### config.mk
export PLATFORM = sky130hd
export DESIGN_NAME = rst_seq_gen
export DESIGN_NICKNAME = d
export VERILOG_FILES = /design/src/rtl/rstgen_pkg.sv /design/src/rtl/rstgen_dp.sv /design/src/rtl/rstgen_ctrl.sv /design/src/rtl/rst_seq_gen.sv
export SDC_FILE = /design/constraint.sdc
export NUM_CORES = 1
export LEC_CHECK = 0
export ABC_AREA = 1
export BUFFER_PORTS_ARGS = -buffer_cell sky130_fd_sc_hd__buf_2
export CAP_MARGIN = 10
export CORE_ASPECT_RATIO = 1.25
export CORE_UTILIZATION = 57
export DETAILED_ROUTE_END_ITERATION = 8
export GPL_ROUTABILITY_DRIVEN = 0
export PLACE_DENSITY = 0.77
export SKIP_CTS_REPAIR_TIMING = 1
export SYNTH_ARGS = -nofsm -noshare
export SYNTH_HDL_FRONTEND = slang
export SYNTH_SLANG_ARGS = --single-unit
export TNS_END_PERCENT = 5
### constraint.sdc
create_clock -name clk -period 1.8 [get_ports clk]
set_input_delay 0 -clock clk [delete_from_list [all_inputs] [get_ports clk]]
set_output_delay 0 -clock clk [all_outputs]
set_load 0.01 [all_outputs]
### src/rtl/rstgen_pkg.sv
package rstgen_pkg;

  typedef enum logic [2:0] {
    ST_IDLE,
    ST_PWR_DOWN,
    ST_OSC_WAIT,
    ST_PWR_HOLD,
    ST_PB_HOLD,
    ST_PB_REL,
    ST_PB_RHOLD,
    ST_WD_HOLD
  } seq_state_t;

  // strobes from control to datapath
  typedef struct packed {
    logic cntClr;   // restart the hold tick counter
    logic edgeArm;  // pin edges are meaningful (block idle, not driving)
  } seq_strobe_t;

endpackage

### src/rtl/rstgen_dp.sv
module rstgen_dp
  import rstgen_pkg::*;
#(
  parameter int HOLD_TICKS  = 1024,
  parameter int SYNC_STAGES = 2
) (
  input  logic        clk,
  input  logic        rstN,
  input  logic        pinIn,
  input  logic        tick,
  input  seq_strobe_t strobe,
  output logic        pinLvl,
  output logic        pinFall,
  output logic        holdDone
);

  localparam int CNT_W = (HOLD_TICKS > 1) ? $clog2(HOLD_TICKS) : 1;
  localparam logic [CNT_W-1:0] CNT_LAST = CNT_W'(HOLD_TICKS - 1);

  logic [SYNC_STAGES-1:0] syncQ;
  logic                   prevLvl;
  logic [CNT_W-1:0]       cnt;

  // pin synchronizer; idle pin level is high (pulled up)
  always_ff @(posedge clk or negedge rstN) begin
    if (!rstN) begin
      syncQ   <= '1;
      prevLvl <= 1'b1;
    end else begin
      syncQ   <= {syncQ[SYNC_STAGES-2:0], pinIn};
      prevLvl <= syncQ[SYNC_STAGES-1];
    end
  end

  assign pinLvl  = syncQ[SYNC_STAGES-1];
  assign pinFall = strobe.edgeArm & prevLvl & ~pinLvl;

  // hold-time tick counter
  always_ff @(posedge clk or negedge rstN) begin
    if (!rstN)             cnt <= '0;
    else if (strobe.cntClr) cnt <= '0;
    else if (tick)          cnt <= cnt + 1'b1;
  end

  assign holdDone = tick && (cnt == CNT_LAST);

endmodule

### src/rtl/rstgen_ctrl.sv
module rstgen_ctrl
  import rstgen_pkg::*;
(
  input  logic        clk,
  input  logic        rstN,
  input  logic        pwrFail,
  input  logic        wdReq,
  input  logic        oscOff,
  input  logic        oscReady,
  input  logic        pinLvl,
  input  logic        pinFall,
  input  logic        holdDone,
  output seq_strobe_t strobe,
  output logic        pullLow,
  output logic        inhibit
);

  seq_state_t state, nextState;

  always_ff @(posedge clk or negedge rstN) begin
    if (!rstN) state <= ST_PWR_DOWN;
    else       state <= nextState;
  end

  always_comb begin
    nextState = state;
    unique case (state)
      ST_IDLE: begin
        // pushbutton wins over watchdog in the same cycle
        if (pinFall)    nextState = ST_PB_HOLD;
        else if (wdReq) nextState = ST_WD_HOLD;
      end
      ST_PWR_DOWN:  nextState = (oscOff && !oscReady) ? ST_OSC_WAIT : ST_PWR_HOLD;
      ST_OSC_WAIT:  if (oscReady) nextState = ST_PWR_HOLD;
      ST_PWR_HOLD:  if (holdDone) nextState = ST_IDLE;
      ST_PB_HOLD:   if (holdDone) nextState = ST_PB_REL;
      ST_PB_REL:    if (pinLvl)   nextState = ST_PB_RHOLD;
      ST_PB_RHOLD:  if (holdDone) nextState = ST_IDLE;
      ST_WD_HOLD:   if (holdDone) nextState = ST_IDLE;
      default:      nextState = ST_PWR_DOWN;
    endcase
    if (pwrFail) nextState = ST_PWR_DOWN;
  end

  always_comb begin
    strobe.cntClr  = (nextState != state);
    strobe.edgeArm = (state == ST_IDLE);
  end

  assign pullLow = (state != ST_IDLE) && (state != ST_PB_REL);
  assign inhibit = (state != ST_IDLE);

endmodule

### src/rtl/rst_seq_gen.sv
module rst_seq_gen
  import rstgen_pkg::*;
#(
  parameter int HOLD_TICKS  = 1024,
  parameter int SYNC_STAGES = 2
) (
  input  logic clk,
  input  logic rstN,
  input  logic pwrFail,
  input  logic pinIn,
  input  logic wdReq,
  input  logic oscOff,
  input  logic oscReady,
  input  logic tick,
  output logic pullLow,
  output logic inhibit
);

  seq_strobe_t strobe;
  logic pinLvl, pinFall, holdDone;

  rstgen_dp #(
    .HOLD_TICKS (HOLD_TICKS),
    .SYNC_STAGES(SYNC_STAGES)
  ) u_dp (
    .clk     (clk),
    .rstN    (rstN),
    .pinIn   (pinIn),
    .tick    (tick),
    .strobe  (strobe),
    .pinLvl  (pinLvl),
    .pinFall (pinFall),
    .holdDone(holdDone)
  );

  rstgen_ctrl u_ctrl (
    .clk     (clk),
    .rstN    (rstN),
    .pwrFail (pwrFail),
    .wdReq   (wdReq),
    .oscOff  (oscOff),
    .oscReady(oscReady),
    .pinLvl  (pinLvl),
    .pinFall (pinFall),
    .holdDone(holdDone),
    .strobe  (strobe),
    .pullLow (pullLow),
    .inhibit (inhibit)
  );

endmodule

==> qor.json, run 1 <==
{
  "sta": {
    "setup-tns-final_ps": 0,
    "report.final.setup_viol": 0,
    "finalHoldViolCount": 0,
    "max_clock_freq_ghz": 0.615,
    "worst_slew_pin_slew_ps": 363,
    "maxSlewViolCount": 0,
    "fin_skew_ps": 3.29,
    "max-slew-margin-rel": 0.758,
    "rsz_0062_raised_after_global_routing": "false",
    "timing.final.crit_share": 0.903,
    "final_period_minus_worst_setup_slack_ps": 1620
  },
  "yosys": {
    "synth.lib_cells_used.distinct": 23,
    "post_synth_instance_area_um2": 1010,
    "ys_ff_latch": 16,
    "postSynthNetCount": 132,
    "seq_area_frac_synth": 0.403,
    "yosys-top-cells-area": "dfrtp_1, dfstp_2, nand2_1, nor3_2, inv_1",
    "synth_top_cell_by_area": "dfrtp_1",
    "syn-instance-count": 123,
    "synth.yosys.warnings": 0,
    "synth_top_cell_area_share": 0.299,
    "post_synth.cell_area_avg_um2": 8.18
  },
  "setup_path": {
    "worst_setup_path_start_kind": "flip-flop",
    "setup.worst_path.class": "reg2reg",
    "timing.critical_path.required_ps": 1970,
    "critPathMaxFanout": 10,
    "timing.critical_path.arrival_ps": 1800,
    "critPathCaptureType": "flip-flop"
  },
  "global_routing": {
    "grt_antenna_before_repair": 0,
    "grt_pass1_vias": 746,
    "globalRouteMet3Util": 0.0411,
    "global_route_met2_usage": 0.377,
    "grt_pass1_wl_mm": 3.08,
    "busiest_layer": "met2",
    "largest_net_degree_at_the_start_of_global_routing": 17,
    "global_route.usage.met1": 0.298,
    "grt_usage": 0.238,
    "globalRouteOverflowTotal": 0
  },
  "finish": {
    "mostFrequentLayoutCell": "nand2_1",
    "n_antenna_cell": 0,
    "nFillCells": 131,
    "layout.cells.most_common_list": "nand2_1, inv_1, nor2_1",
    "finish.utilization": 0.702,
    "multi_input_area_um2": 514,
    "final_layout_size_suffix_gt1_frac": 0.273,
    "growth_of_design_area_from_synthesis_to_finish_pct": 11.7,
    "sequential_cell_area_um2": 405,
    "final_layout_net_count": 149
  },
  "clocking": {
    "cts_tree": "built",
    "cts.sink_count": 16,
    "tritoncts.num_buffers": 3,
    "clock_tree.buffer_depth": 2,
    "depth_of_the_cts_h_tree": 1,
    "clk_pin_slew_ps": 90,
    "clk_latency_ps": 290,
    "root_buffer_cell": "clkbuf_4"
  },
  "power_and_ir_drop": {
    "leakagePower_nw": 0.526,
    "p_per_area_nw_per_um2": 976,
    "vdd_drop_max_mv": 0.837
  },
  "outcome": {
    "result_of_the_run": "finished, final reports clean"
  },
  "drt": {
    "drt_pass_1_iters": 4,
    "drt_drc_violations_left": 0,
    "via_count": 834,
    "postRouteWirelength_mm": 1.87,
    "drt_iter0_markers": 14,
    "vias_per_cell": 5.31,
    "detail_route.wl_per_cell_um": 11.9,
    "route.antenna.remaining_nets": 0
  },
  "flow_run": {
    "max_cap_violations": 0
  },
  "floorplanning": {
    "floorplan.initialDensity": 0.628,
    "pin_count": 10,
    "fp.coreArea_um2": 1600,
    "num_rows": 16,
    "die_height_um": 49.0,
    "die_width_um": 39.6,
    "die-area_um2": 1940
  },
  "place": {
    "placement.io_buffers": 9,
    "detailedPlacementHpwl_mm": 1.38
  },
  "hold_path": {
    "hold_path.class": "in2reg"
  }
}
## final cells by class
cell class	count	area share
Tap cell	18	0.0200
Multi-Input combinational cell	87	0.458
Inverter	18	0.0601
Timing Repair Buffer	14	0.0780
Clock buffer	4	0.0234
Sequential cell	16	0.361
## logic make-up (layout without fill, tap and decap cells)
group / count (synthesis) / count (layout) / synth area share
simple gates: 72 / 72 / 0.398
compound gates: 6 / 6 / 0.0298
buf+inv: 20 / 36 / 0.0858
xor+xnor: 7 / 7 / 0.0609
flops: 16 / 16 / 0.403
fa+ha+maj: 1 / 1 / 0.0124
mux: 1 / 1 / 0.00995
## per-stage QoR
stage	std cells	power, mW	instance area (um^2)	worst slack [ps]	hold WS [ps]
global placement	148	0.856	1050	158	-77.9
floorplan	123	0.784	1010	354	-296
finish	157	1.10	1120	175	29.7
CTS	152	1.07	1080	95.8	-392
global route	157	1.18	1120	21.5	36.6
detailed placement	148	0.866	1050	119	-70.3
## per-layer routing
metal  vias up  wire length (um)  part of all wire
li1        425                 -                 -
met1       369               762              0.41
met2        32               949              0.51
met3         8                87             0.046
met4         0                72             0.038
met5         -                 0                 0
## flip-flops by register name (all words and copies together), names as in the netlist
name / cells
u_ctrl.state: 3
u_dp.syncQ: 2
u_dp.cnt: 10
u_dp.prevLvl: 1
## path summary, 6_finish.rpt
| check | from | endpoint | slack (ps) | depth (start not counted) |
|---|---|---|---|---|
| worst min-delay path | pwrFail | u_ctrl.state[1]$_DFF_PN0_ | 30 | 4 |
| max in group asynchronous | rstN | u_ctrl.state[0]$_DFF_PN1_ | 1350 | 2 |
| worst min register to register | u_dp.syncQ[0]$_DFF_PN1_ | u_dp.syncQ[1]$_DFF_PN1_ | 360 | 0 |
| worst max register to register | u_dp.cnt[0]$_DFFE_PN0P_ | u_dp.cnt[3]$_DFFE_PN0P_ | 180 | 8 |
| min in group asynchronous | rstN | u_dp.cnt[0]$_DFFE_PN0P_ | 140 | 2 |
| worst max-delay path | u_dp.cnt[0]$_DFFE_PN0P_ | u_dp.cnt[3]$_DFFE_PN0P_ | 180 | 8 |
## report_power, final
group          switching [mW]  leakage, nW  internal (mW)
sequential             0.0480        0.207          0.405
clock                   0.113       0.0150         0.0863
combinational           0.289        0.304          0.156
## synthesized netlist by cell type, drive strengths merged
| cell | number |
|---|---|
| xor2 | 6 |
| nor2 | 18 |
| nor3 | 11 |
| dfstp | 4 |
| o21ai | 5 |
| dfrtp | 12 |
| nand2 | 29 |
| nand4 | 5 |
| ha | 1 |
| a21oi | 1 |
| inv | 18 |
| nand3 | 9 |
| mux2i | 1 |
| buf | 2 |
| xnor2 | 1 |
## worst max-delay path: stages (launching register included)
cell and delay (ps):
dfrtp_1 400, ha_1 210, inv_1 50, nor2_1 160, nand4_1 120, nand3_1 110, nor2_2 60, nor2_4 300
nor3_2 80
(Power assumes the default switching activity.)
==> run 2: changes to the inputs <==
--- a/config.mk
+++ b/config.mk
@@ -5,14 +5,13 @@
 export SDC_FILE = /design/constraint.sdc
 export NUM_CORES = 1
 export LEC_CHECK = 0
-export ABC_AREA = 1
 export BUFFER_PORTS_ARGS = -buffer_cell sky130_fd_sc_hd__buf_2
 export CAP_MARGIN = 10
 export CORE_ASPECT_RATIO = 1.25
-export CORE_UTILIZATION = 57
+export CORE_UTILIZATION = 56
 export DETAILED_ROUTE_END_ITERATION = 8
 export GPL_ROUTABILITY_DRIVEN = 0
-export PLACE_DENSITY = 0.77
+export PLACE_DENSITY = 0.76
 export SKIP_CTS_REPAIR_TIMING = 1
 export SYNTH_ARGS = -nofsm -noshare
 export SYNTH_HDL_FRONTEND = slang
==> qor.json, run 2 <==
{
  "setup_path": {
    "timing.critical_path.cells": {"value": "ha_2 -> nand4_4 -> or4_4 -> or3_4 -> nand4_4 -> nor3_1", "change": "was ha_1 -> inv_1 -> nor2_1 -> nand4_1 -> nand3_1 -> nor2_2 -> nor2_4 -> nor3_2"},
    "timing.critical_path.required": {"value": 1980, "unit": "ps", "change": "was 1970 ps"},
    "setup.worst_path.class": {"value": "reg2reg", "change": "unchanged"},
    "critPathCaptureType": {"value": "flip-flop", "change": "unchanged"},
    "critPathMaxFanout": {"value": 5, "change": "was 10"},
    "critical-path-top-cell-by-count": "nand4_4",
    "crit_path_max_delay_cell_type": {"value": "or4_4", "change": "was dfrtp_1"},
    "crit_path_max_incr_delay": {"value": 460, "unit": "ps", "change": "was 400 ps"},
    "timing.critical_path.arrival": {"value": 2040, "unit": "ps", "change": "was 1800 ps"},
    "worst_setup_path_start_kind": {"value": "flip-flop", "change": "unchanged"}
  },
  "drt": {
    "drt_iter0_markers": {"value": 13, "change": "was 14"},
    "drt_drc_violations_left": {"value": 0, "change": "unchanged"},
    "via_count": {"value": 901, "change": "was 834"},
    "vias_per_cell": {"value": 5.97, "change": "was 5.31"},
    "detail_route.wl_per_cell": {"value": 16.1, "unit": "um", "change": "was 11.9 um"},
    "drt_pass_1_iters": {"value": 4, "change": "unchanged"},
    "postRouteWirelength": {"value": 2.44, "unit": "mm", "change": "was 1.87 mm"},
    "route.antenna.remaining_nets": {"value": 0, "change": "unchanged"}
  },
  "clocking": {
    "clk_pin_slew": {"value": 90, "unit": "ps", "change": "about the same"},
    "tritoncts.num_buffers": {"value": 3, "change": "unchanged"},
    "clk_latency": {"value": 290, "unit": "ps", "change": "about the same"},
    "depth_of_the_cts_h_tree": {"value": 1, "change": "unchanged"},
    "cts_tree": {"value": "built", "change": "unchanged"},
    "cts.sink_count": {"value": 16, "change": "unchanged"},
    "root_buffer_cell": {"value": "clkbuf_4", "change": "unchanged"},
    "clock_tree.buffer_depth": {"value": 2, "change": "unchanged"}
  },
  "floorplanning": {
    "pin_count": {"value": 10, "change": "unchanged"},
    "floorplan.initialDensity": {"value": 0.605, "change": "was 0.628"},
    "fp.coreArea": {"value": 1600, "unit": "um^2", "change": "unchanged"},
    "die_width": {"value": 39.2, "unit": "um", "change": "was 39.6 um"},
    "num_rows": {"value": 16, "change": "unchanged"},
    "die-area": {"value": 1900, "unit": "um^2", "change": "was 1940 um^2"},
    "die_height": {"value": 48.5, "unit": "um", "change": "was 49.0 um"}
  },
  "sta": {
    "rsz_0062_raised_after_global_routing": {"value": "true", "change": "was false"},
    "timing.final.crit_share": {"value": 1.03, "change": "was 0.903"},
    "final_period_minus_worst_setup_slack": {"value": 1860, "unit": "ps", "change": "was 1620 ps"},
    "maxSlewViolCount": {"value": 0, "change": "unchanged"},
    "fin_skew": {"value": 6.20, "unit": "ps", "change": "was 3.29 ps"},
    "worst_slew_pin_slew": {"value": 413, "unit": "ps", "change": "was 363 ps"},
    "setup-tns-final": {"value": -343, "unit": "ps", "change": "was 0 ps"},
    "max_clock_freq": {"value": 0.538, "unit": "GHz", "change": "was 0.615 GHz"},
    "finalHoldViolCount": {"value": 0, "change": "unchanged"},
    "max-slew-margin-rel": {"value": 0.725, "change": "was 0.758"},
    "report.final.setup_viol": {"value": 10, "change": "was 0"},
    "fin_ws": {"value": -57.1, "unit": "ps", "change": "was 175 ps"},
    "finalHoldWorstSlack": {"value": 43.9, "unit": "ps", "change": "was 29.7 ps"}
  },
  "yosys": {
    "top_cells_by_count_synth": {"value": "dfrtp_1, nor3_1", "change": "was nand2_1, inv_1, nor2_1"},
    "syn-instance-count": {"value": 100, "change": "was 123"},
    "yosys-top-cells-area": {"value": "dfrtp_1, dfstp_2, xnor2_1, nor3_1, nor3_2", "change": "was dfrtp_1, dfstp_2, nand2_1, nor3_2, inv_1"},
    "synth.most_common_cell": {"value": "dfrtp_1", "change": "was nand2_1"},
    "synth_enable_flop_cells": {"value": 0, "change": "unchanged"},
    "synth_top_cell_by_area": {"value": "dfrtp_1", "change": "unchanged"},
    "post_synth_instance_area": {"value": 970, "unit": "um^2", "change": "was 1010 um^2"},
    "async_reset_ff_frac": {"value": 1.00, "change": "unchanged"},
    "synth.lib_cells_used.distinct": {"value": 37, "change": "was 23"},
    "seq_area_frac_synth": {"value": 0.418, "change": "was 0.403"},
    "ys_ff_latch": {"value": 16, "change": "unchanged"},
    "synth.yosys.warnings": {"value": 0, "change": "unchanged"},
    "synth_top_flop_cell": {"value": "dfrtp_1", "change": "unchanged"},
    "postSynthNetCount": {"value": 109, "change": "was 132"},
    "post_synth.cell_area_avg": {"value": 9.70, "unit": "um^2", "change": "was 8.18 um^2"},
    "synth_top_cell_area_share": {"value": 0.310, "change": "was 0.299"}
  },
  "power_and_ir_drop": {
    "vdd_drop_max": {"value": 0.633, "unit": "mV", "change": "was 0.837 mV"},
    "p_per_area": {"value": 1050, "unit": "nW/um^2", "change": "was 976 nW/um^2"},
    "leakagePower": {"value": 0.544, "unit": "nW", "change": "was 0.526 nW"}
  },
  "place": {
    "place.detailed.instances": {"value": 142, "change": "was 148"},
    "detailedPlacementHpwl": {"value": 1.63, "unit": "mm", "change": "was 1.38 mm"},
    "worst_setup_timing_slack_at_the_placement_stage": {"value": -177, "unit": "ps", "change": "was 119 ps"},
    "placement.io_buffers": {"value": 9, "change": "unchanged"}
  },
  "finish": {
    "layout.cells.non_filler": {"value": 151, "change": "was 157"},
    "sequential_cell_area": {"value": 405, "unit": "um^2", "change": "unchanged"},
    "largest_registers": {"value": "u_dp.cnt (10), u_ctrl.state (3), u_dp.syncQ (2)", "change": "unchanged"},
    "layout.cells.most_common_list": {"value": "buf_4, dfrtp_1, buf_2", "change": "was nand2_1, inv_1, nor2_1"},
    "final_layout_net_count": {"value": 143, "change": "was 149"},
    "growth_of_design_area_from_synthesis_to_finish": {"value": 32.6, "unit": "%", "change": "was 11.7%"},
    "finish.utilization": {"value": 0.803, "change": "was 0.702"},
    "nFillCells": {"value": 108, "change": "was 131"},
    "multi_input_area": {"value": 584, "unit": "um^2", "change": "was 514 um^2"},
    "number_of_flip_flops_under_the_largest_register_name": {"value": 10, "change": "unchanged"},
    "max_flop_register": {"value": "u_dp.cnt", "change": "unchanged"},
    "n_antenna_cell": {"value": 0, "change": "unchanged"},
    "final_layout_size_suffix_gt1_frac": {"value": 0.421, "change": "was 0.273"},
    "mostFrequentLayoutCell": {"value": "buf_4", "change": "was nand2_1"}
  },
  "outcome": {
    "result_of_the_run": {"value": "finished with violations", "change": "was finished, final reports clean"},
    "violations": "setup timing"
  },
  "hold_path": {
    "hold_path.class": {"value": "in2reg", "change": "unchanged"}
  },
  "global_routing": {
    "grt_usage": {"value": 0.269, "change": "was 0.238"},
    "largest_net_degree_at_the_start_of_global_routing": {"value": 17, "change": "unchanged"},
    "grt_pass1_wl": {"value": 3.57, "unit": "mm", "change": "was 3.08 mm"},
    "grt_antenna_before_repair": {"value": 0, "change": "unchanged"},
    "grt_pass1_vias": {"value": 870, "change": "was 746"},
    "globalRouteOverflowTotal": {"value": 0, "change": "unchanged"}
  },
  "flow_run": {
    "max_cap_violations": {"value": 0, "change": "unchanged"}
  }
}
-- run 2: changes by cell type after synthesis, sizes merged, moves of 3 or more --
cell and change:
a21oi +5, inv -12, nand2 -23, nand2b +3, nand3 -8, nor2 -12, xnor2 +5
-- run 2: kinds of logic (layout without fill, tap and decap cells) --
kind of cell / after synthesis / count (layout) / share of synthesized area
DFF: 16 / 16 / 0.418
xor gates and xnor gates: 10 / 10 / 0.0903
adders and majority gates: 1 / 1 / 0.0129
and+or+nand+nor: 41 / 42 / 0.281
muxes: 1 / 1 / 0.0103
AOI/OAI and AO/OA: 20 / 21 / 0.135
buffers and inverters: 11 / 42 / 0.0516
-- run 2: metal layers --
layer	global-route usage	share of wire	vias up
li1	-	-	429
met1	0.296	0.40	438
met2	0.453	0.54	23
met3	0.0505	0.028	11
met4	0.155	0.035	0
met5	0	0	-
-- run 2: report_power, final --
part           switching [mW]  leakage [nW]  total [mW]  internal, mW
clock                   0.115        0.0150       0.201        0.0863
combinational           0.395         0.322       0.703         0.308
sequential             0.0348         0.207       0.446         0.411
total                   0.545         0.544        1.35         0.805
-- run 2: worst max-delay path, delay by kind of cell, from the launching register on --
| family | cells | cell delay [ps] |
|---|---|---|
| DFF | 1 | 370 |
| and+or+nand+nor | 5 | 1160 |
| adders and majority gates | 1 | 210 |
-- run 2: worst paths after layout --
| check | cells after the start | slack (ps) | end | startpoint |
|---|---|---|---|---|
| min | 3 | 40 | u_ctrl.state[1]$_DFF_PN0_ | wdReq |
| min reg2reg | 0 | 360 | u_dp.syncQ[1]$_DFF_PN1_ | u_dp.syncQ[0]$_DFF_PN1_ |
| min in group asynchronous | 2 | 150 | u_dp.cnt[3]$_DFFE_PN0P_ | rstN |
| max reg2reg | 6 | -60 | u_dp.cnt[1]$_DFFE_PN0P_ | u_dp.cnt[0]$_DFFE_PN0P_ |
| max | 6 | -60 | u_dp.cnt[1]$_DFFE_PN0P_ | u_dp.cnt[0]$_DFFE_PN0P_ |
| max in group asynchronous | 2 | 1340 | u_dp.prevLvl$_DFF_PN1_ | rstN |
-- run 2: final cells by class --
class / count / area share
Clock buffer: 4 / 0.0204
Inverter: 6 / 0.0175
Multi-Input combinational cell: 75 / 0.454
Sequential cell: 16 / 0.315
Tap cell: 18 / 0.0175
Timing Repair Buffer: 32 / 0.175
-- run 2: metrics by stage --
step	power (mW)	instance area, um^2
detailed placement	1.04	1170
global route	1.44	1290
finish	1.35	1290
floorplan	0.823	981
global placement	1.02	1170
CTS	1.25	1200
==> run 3: changes to the inputs <==
--- a/config.mk
+++ b/config.mk
@@ -7,11 +7,12 @@
 export LEC_CHECK = 0
 export BUFFER_PORTS_ARGS = -buffer_cell sky130_fd_sc_hd__buf_2
 export CAP_MARGIN = 10
-export CORE_ASPECT_RATIO = 1.25
-export CORE_UTILIZATION = 56
+export CORE_MARGIN = 5
+export CORE_UTILIZATION = 60
 export DETAILED_ROUTE_END_ITERATION = 8
 export GPL_ROUTABILITY_DRIVEN = 0
-export PLACE_DENSITY = 0.76
+export MAX_ROUTING_LAYER = met4
+export PLACE_DENSITY = 0.81
 export SKIP_CTS_REPAIR_TIMING = 1
 export SYNTH_ARGS = -nofsm -noshare
 export SYNTH_HDL_FRONTEND = slang
==> constraint.sdc (replaced) <==
create_clock -name clk -period 2.15 [get_ports clk]
set_input_delay 0 -clock clk [delete_from_list [all_inputs] [get_ports clk]]
set_output_delay 0 -clock clk [all_outputs]
set_load 0.01 [all_outputs]
==> qor.json, run 3 (synthesis gave the netlist of run 2 again) <==
{
  "sta": {
    "finalHoldViolCount": {"value": 0, "change": "unchanged"},
    "max_clock_freq": {"value": 0.496, "unit": "GHz", "change": "was 0.538 GHz"},
    "finalHoldWorstSlack": {"value": 24.7, "unit": "ps", "change": "was 43.9 ps"},
    "setup-tns-final": {"value": 0, "unit": "ps", "change": "was -343 ps"},
    "final_period_minus_worst_setup_slack": {"value": 2020, "unit": "ps", "change": "was 1860 ps"},
    "rsz_0062_raised_after_global_routing": {"value": "false", "change": "was true"},
    "maxSlewViolCount": {"value": 0, "change": "unchanged"},
    "max-slew-margin-rel": {"value": 0.604, "change": "was 0.725"},
    "timing.final.crit_share": {"value": 0.938, "change": "was 1.03"},
    "report.final.setup_viol": {"value": 0, "change": "was 10"},
    "worst_slew_pin_slew": {"value": 587, "unit": "ps", "change": "was 413 ps"},
    "fin_skew": {"value": 2.72, "unit": "ps", "change": "was 6.20 ps"}
  },
  "floorplanning": {
    "fp.coreArea": {"value": 1520, "unit": "um^2", "change": "was 1600 um^2"},
    "num_rows": {"value": 14, "change": "was 16"},
    "die_width": {"value": 50.2, "unit": "um", "change": "was 39.2 um"},
    "die-area": {"value": 2520, "unit": "um^2", "change": "was 1900 um^2"},
    "die_height": {"value": 50.2, "unit": "um", "change": "was 48.5 um"},
    "pin_count": {"value": 10, "change": "unchanged"},
    "floorplan.initialDensity": {"value": 0.636, "change": "was 0.605"}
  },
  "drt": {
    "via_count": {"value": 785, "change": "was 901"},
    "drt_pass_1_iters": {"value": 4, "change": "unchanged"},
    "drt_iter0_markers": {"value": 15, "change": "was 13"},
    "vias_per_cell": {"value": 5.99, "change": "was 5.97"},
    "drt_drc_violations_left": {"value": 0, "change": "unchanged"},
    "route.antenna.remaining_nets": {"value": 0, "change": "unchanged"},
    "detail_route.wl_per_cell": {"value": 14.4, "unit": "um", "change": "was 16.1 um"},
    "postRouteWirelength": {"value": 1.89, "unit": "mm", "change": "was 2.44 mm"}
  },
  "power_and_ir_drop": {
    "vdd_drop_max": {"value": 0.861, "unit": "mV", "change": "was 0.633 mV"},
    "switchingPower": {"value": 0.388, "unit": "mW", "change": "was 0.545 mW"},
    "intPower": {"value": 0.629, "unit": "mW", "change": "was 0.805 mW"},
    "clkPwrFrac": {"value": 0.196, "change": "was 0.149"},
    "net_switching_share_of_the_total_power": {"value": 0.382, "change": "was 0.403"},
    "combPwrFrac": {"value": 0.407, "change": "was 0.521"},
    "power.share.sequential": {"value": 0.397, "change": "was 0.330"},
    "leakagePower": {"value": 0.459, "unit": "nW", "change": "was 0.544 nW"},
    "p_per_area": {"value": 906, "unit": "nW/um^2", "change": "was 1050 nW/um^2"}
  },
  "setup_path": {
    "worst_r2r_endpoint": {"value": "u_dp.cnt[2]$_DFFE_PN0P_", "change": "was u_dp.cnt[1]$_DFFE_PN0P_"},
    "ff2ff_path_depth": {"value": 6, "change": "unchanged"},
    "timing.reg2reg.setup_slack": {"value": 130, "unit": "ps", "change": "was -60 ps"},
    "critical_path.startpoint": {"value": "u_dp.cnt[1]$_DFFE_PN0P_", "change": "was u_dp.cnt[0]$_DFFE_PN0P_"},
    "worst_setup_path_start_kind": {"value": "flip-flop", "change": "unchanged"},
    "setup.worst_path.class": {"value": "reg2reg", "change": "unchanged"},
    "setup.worst_path.end": {"value": "u_dp.cnt[2]$_DFFE_PN0P_", "change": "was u_dp.cnt[1]$_DFFE_PN0P_"},
    "critPathCaptureType": {"value": "flip-flop", "change": "unchanged"},
    "timing.critical_path.arrival": {"value": 2190, "unit": "ps", "change": "was 2040 ps"},
    "critPathMaxFanout": {"value": 10, "change": "was 5"},
    "crit-reg2reg-launch": {"value": "u_dp.cnt[1]$_DFFE_PN0P_", "change": "was u_dp.cnt[0]$_DFFE_PN0P_"},
    "timing.critical_path.required": {"value": 2330, "unit": "ps", "change": "was 1980 ps"}
  },
  "finish": {
    "number_of_flip_flops_under_the_largest_register_name": {"value": 10, "change": "unchanged"},
    "layout.cells.non_filler": {"value": 131, "change": "was 151"},
    "max_flop_register": {"value": "u_dp.cnt", "change": "unchanged"},
    "growth_of_design_area_from_synthesis_to_finish": {"value": 15.7, "unit": "%", "change": "was 32.6%"},
    "final_layout_net_count": {"value": 125, "change": "was 143"},
    "final_layout_size_suffix_gt1_frac": {"value": 0.287, "change": "was 0.421"},
    "n_antenna_cell": {"value": 0, "change": "unchanged"},
    "sequential_cell_area": {"value": 405, "unit": "um^2", "change": "unchanged"},
    "nFillCells": {"value": 98, "change": "was 108"},
    "multi_input_area": {"value": 520, "unit": "um^2", "change": "was 584 um^2"},
    "mostFrequentLayoutCell": {"value": "dfrtp_1", "change": "was buf_4"},
    "largest_registers": {"value": "u_dp.cnt (10), u_ctrl.state (3), u_dp.syncQ (2)", "change": "unchanged"},
    "layout.cells.most_common_list": {"value": "dfrtp_1, nor3_1, buf_2", "change": "was buf_4, dfrtp_1, buf_2"}
  },
  "place": {
    "placement.io_buffers": {"value": 9, "change": "unchanged"},
    "place.detailed.instances": {"value": 123, "change": "was 142"},
    "detailedPlacementHpwl": {"value": 1.33, "unit": "mm", "change": "was 1.63 mm"}
  },
  "outcome": {
    "result_of_the_run": {"value": "finished, final reports clean", "change": "was finished with violations"}
  },
  "global_routing": {
    "grt_antenna_before_repair": {"value": 0, "change": "unchanged"},
    "grt_pass1_wl": {"value": 3.30, "unit": "mm", "change": "was 3.57 mm"},
    "grt_pass1_vias": {"value": 747, "change": "was 870"},
    "largest_net_degree_at_the_start_of_global_routing": {"value": 17, "change": "unchanged"},
    "grt_usage": {"value": 0.176, "change": "was 0.269"},
    "globalRouteOverflowTotal": {"value": 0, "change": "unchanged"}
  },
  "hold_path": {
    "hp-start": {"value": "wdReq", "change": "unchanged"},
    "hold_path.class": {"value": "in2reg", "change": "unchanged"}
  },
  "flow_run": {
    "max_cap_violations": {"value": 0, "change": "unchanged"}
  },
  "clocking": {
    "depth_of_the_cts_h_tree": {"value": 1, "change": "unchanged"},
    "clk_pin_slew": {"value": 90, "unit": "ps", "change": "about the same"},
    "cts_tree": {"value": "built", "change": "unchanged"},
    "clk_latency": {"value": 290, "unit": "ps", "change": "about the same"},
    "root_buffer_cell": {"value": "clkbuf_4", "change": "unchanged"},
    "tritoncts.num_buffers": {"value": 3, "change": "unchanged"},
    "cts.sink_count": {"value": 16, "change": "unchanged"},
    "clock_tree.buffer_depth": {"value": 2, "change": "unchanged"}
  }
}
run 3: cell count changes in the layout (fill, tap and decap cells not counted), sizes merged:
cell   change
buf       -16
nand4      -1
o21a       -1
run 3: layout make-up:
cell class / instances / share of cell area
Inverter: 6 / 0.0201
Multi-Input combinational cell: 73 / 0.464
Clock buffer: 4 / 0.0323
Timing Repair Buffer: 16 / 0.105
Sequential cell: 16 / 0.361
Tap cell: 16 / 0.0178
run 3: worst min path at each step:
stage / endpoint / depth (start not counted)
floorplan: u_ctrl.state[1]$_DFF_PN0_ / 0
global placement: u_ctrl.state[2]$_DFF_PN0_ / 1
detailed placement: u_dp.cnt[9]$_DFFE_PN0P_ / 1
CTS: u_ctrl.state[1]$_DFF_PN0_ / 1
global route: u_ctrl.state[1]$_DFF_PN0_ / 3
finish: u_ctrl.state[1]$_DFF_PN0_ / 3
run 3: critical path, cell delays in order (launching register included):
cell	delay, ps
dfrtp_1	410
ha_1	200
nand4_2	190
or4_4	490
or3_4	390
nand4_4	150
nor3_1	80
run 3: through the flow:
stage | setup slack, ps | utilization | total power, mW | instance area, um^2
3_3_place_gp | 180 | 0.684 | 0.789 | 1040
3_5_place_dp | 116 | 0.684 | 0.802 | 1040
2_1_floorplan | 250 | - | 0.685 | 970
6_report | 134 | 0.736 | 1.02 | 1120
4_1_cts | 110 | 0.708 | 1.00 | 1080
5_1_grt | 21.2 | 0.736 | 1.10 | 1120
run 3: layer usage:
metal / vias to the layer above / GRT usage / share of wire
met5: - / - / 0
met4: 0 / 0.0917 / 0.023
met3: 4 / 0.0385 / 0.037
met2: 11 / 0.255 / 0.48
met1: 380 / 0.228 / 0.45
li1: 390 / - / -
run 3: power groups by stage:
stage          Clock (mW)  Combinational (mW)  Sequential (mW)
2_1_floorplan           0               0.310            0.375
3_3_place_gp            0               0.383            0.406
3_5_place_dp            0               0.393            0.409
4_1_cts             0.206               0.395            0.403
5_1_grt             0.224               0.465            0.411
6_report            0.199               0.414            0.404
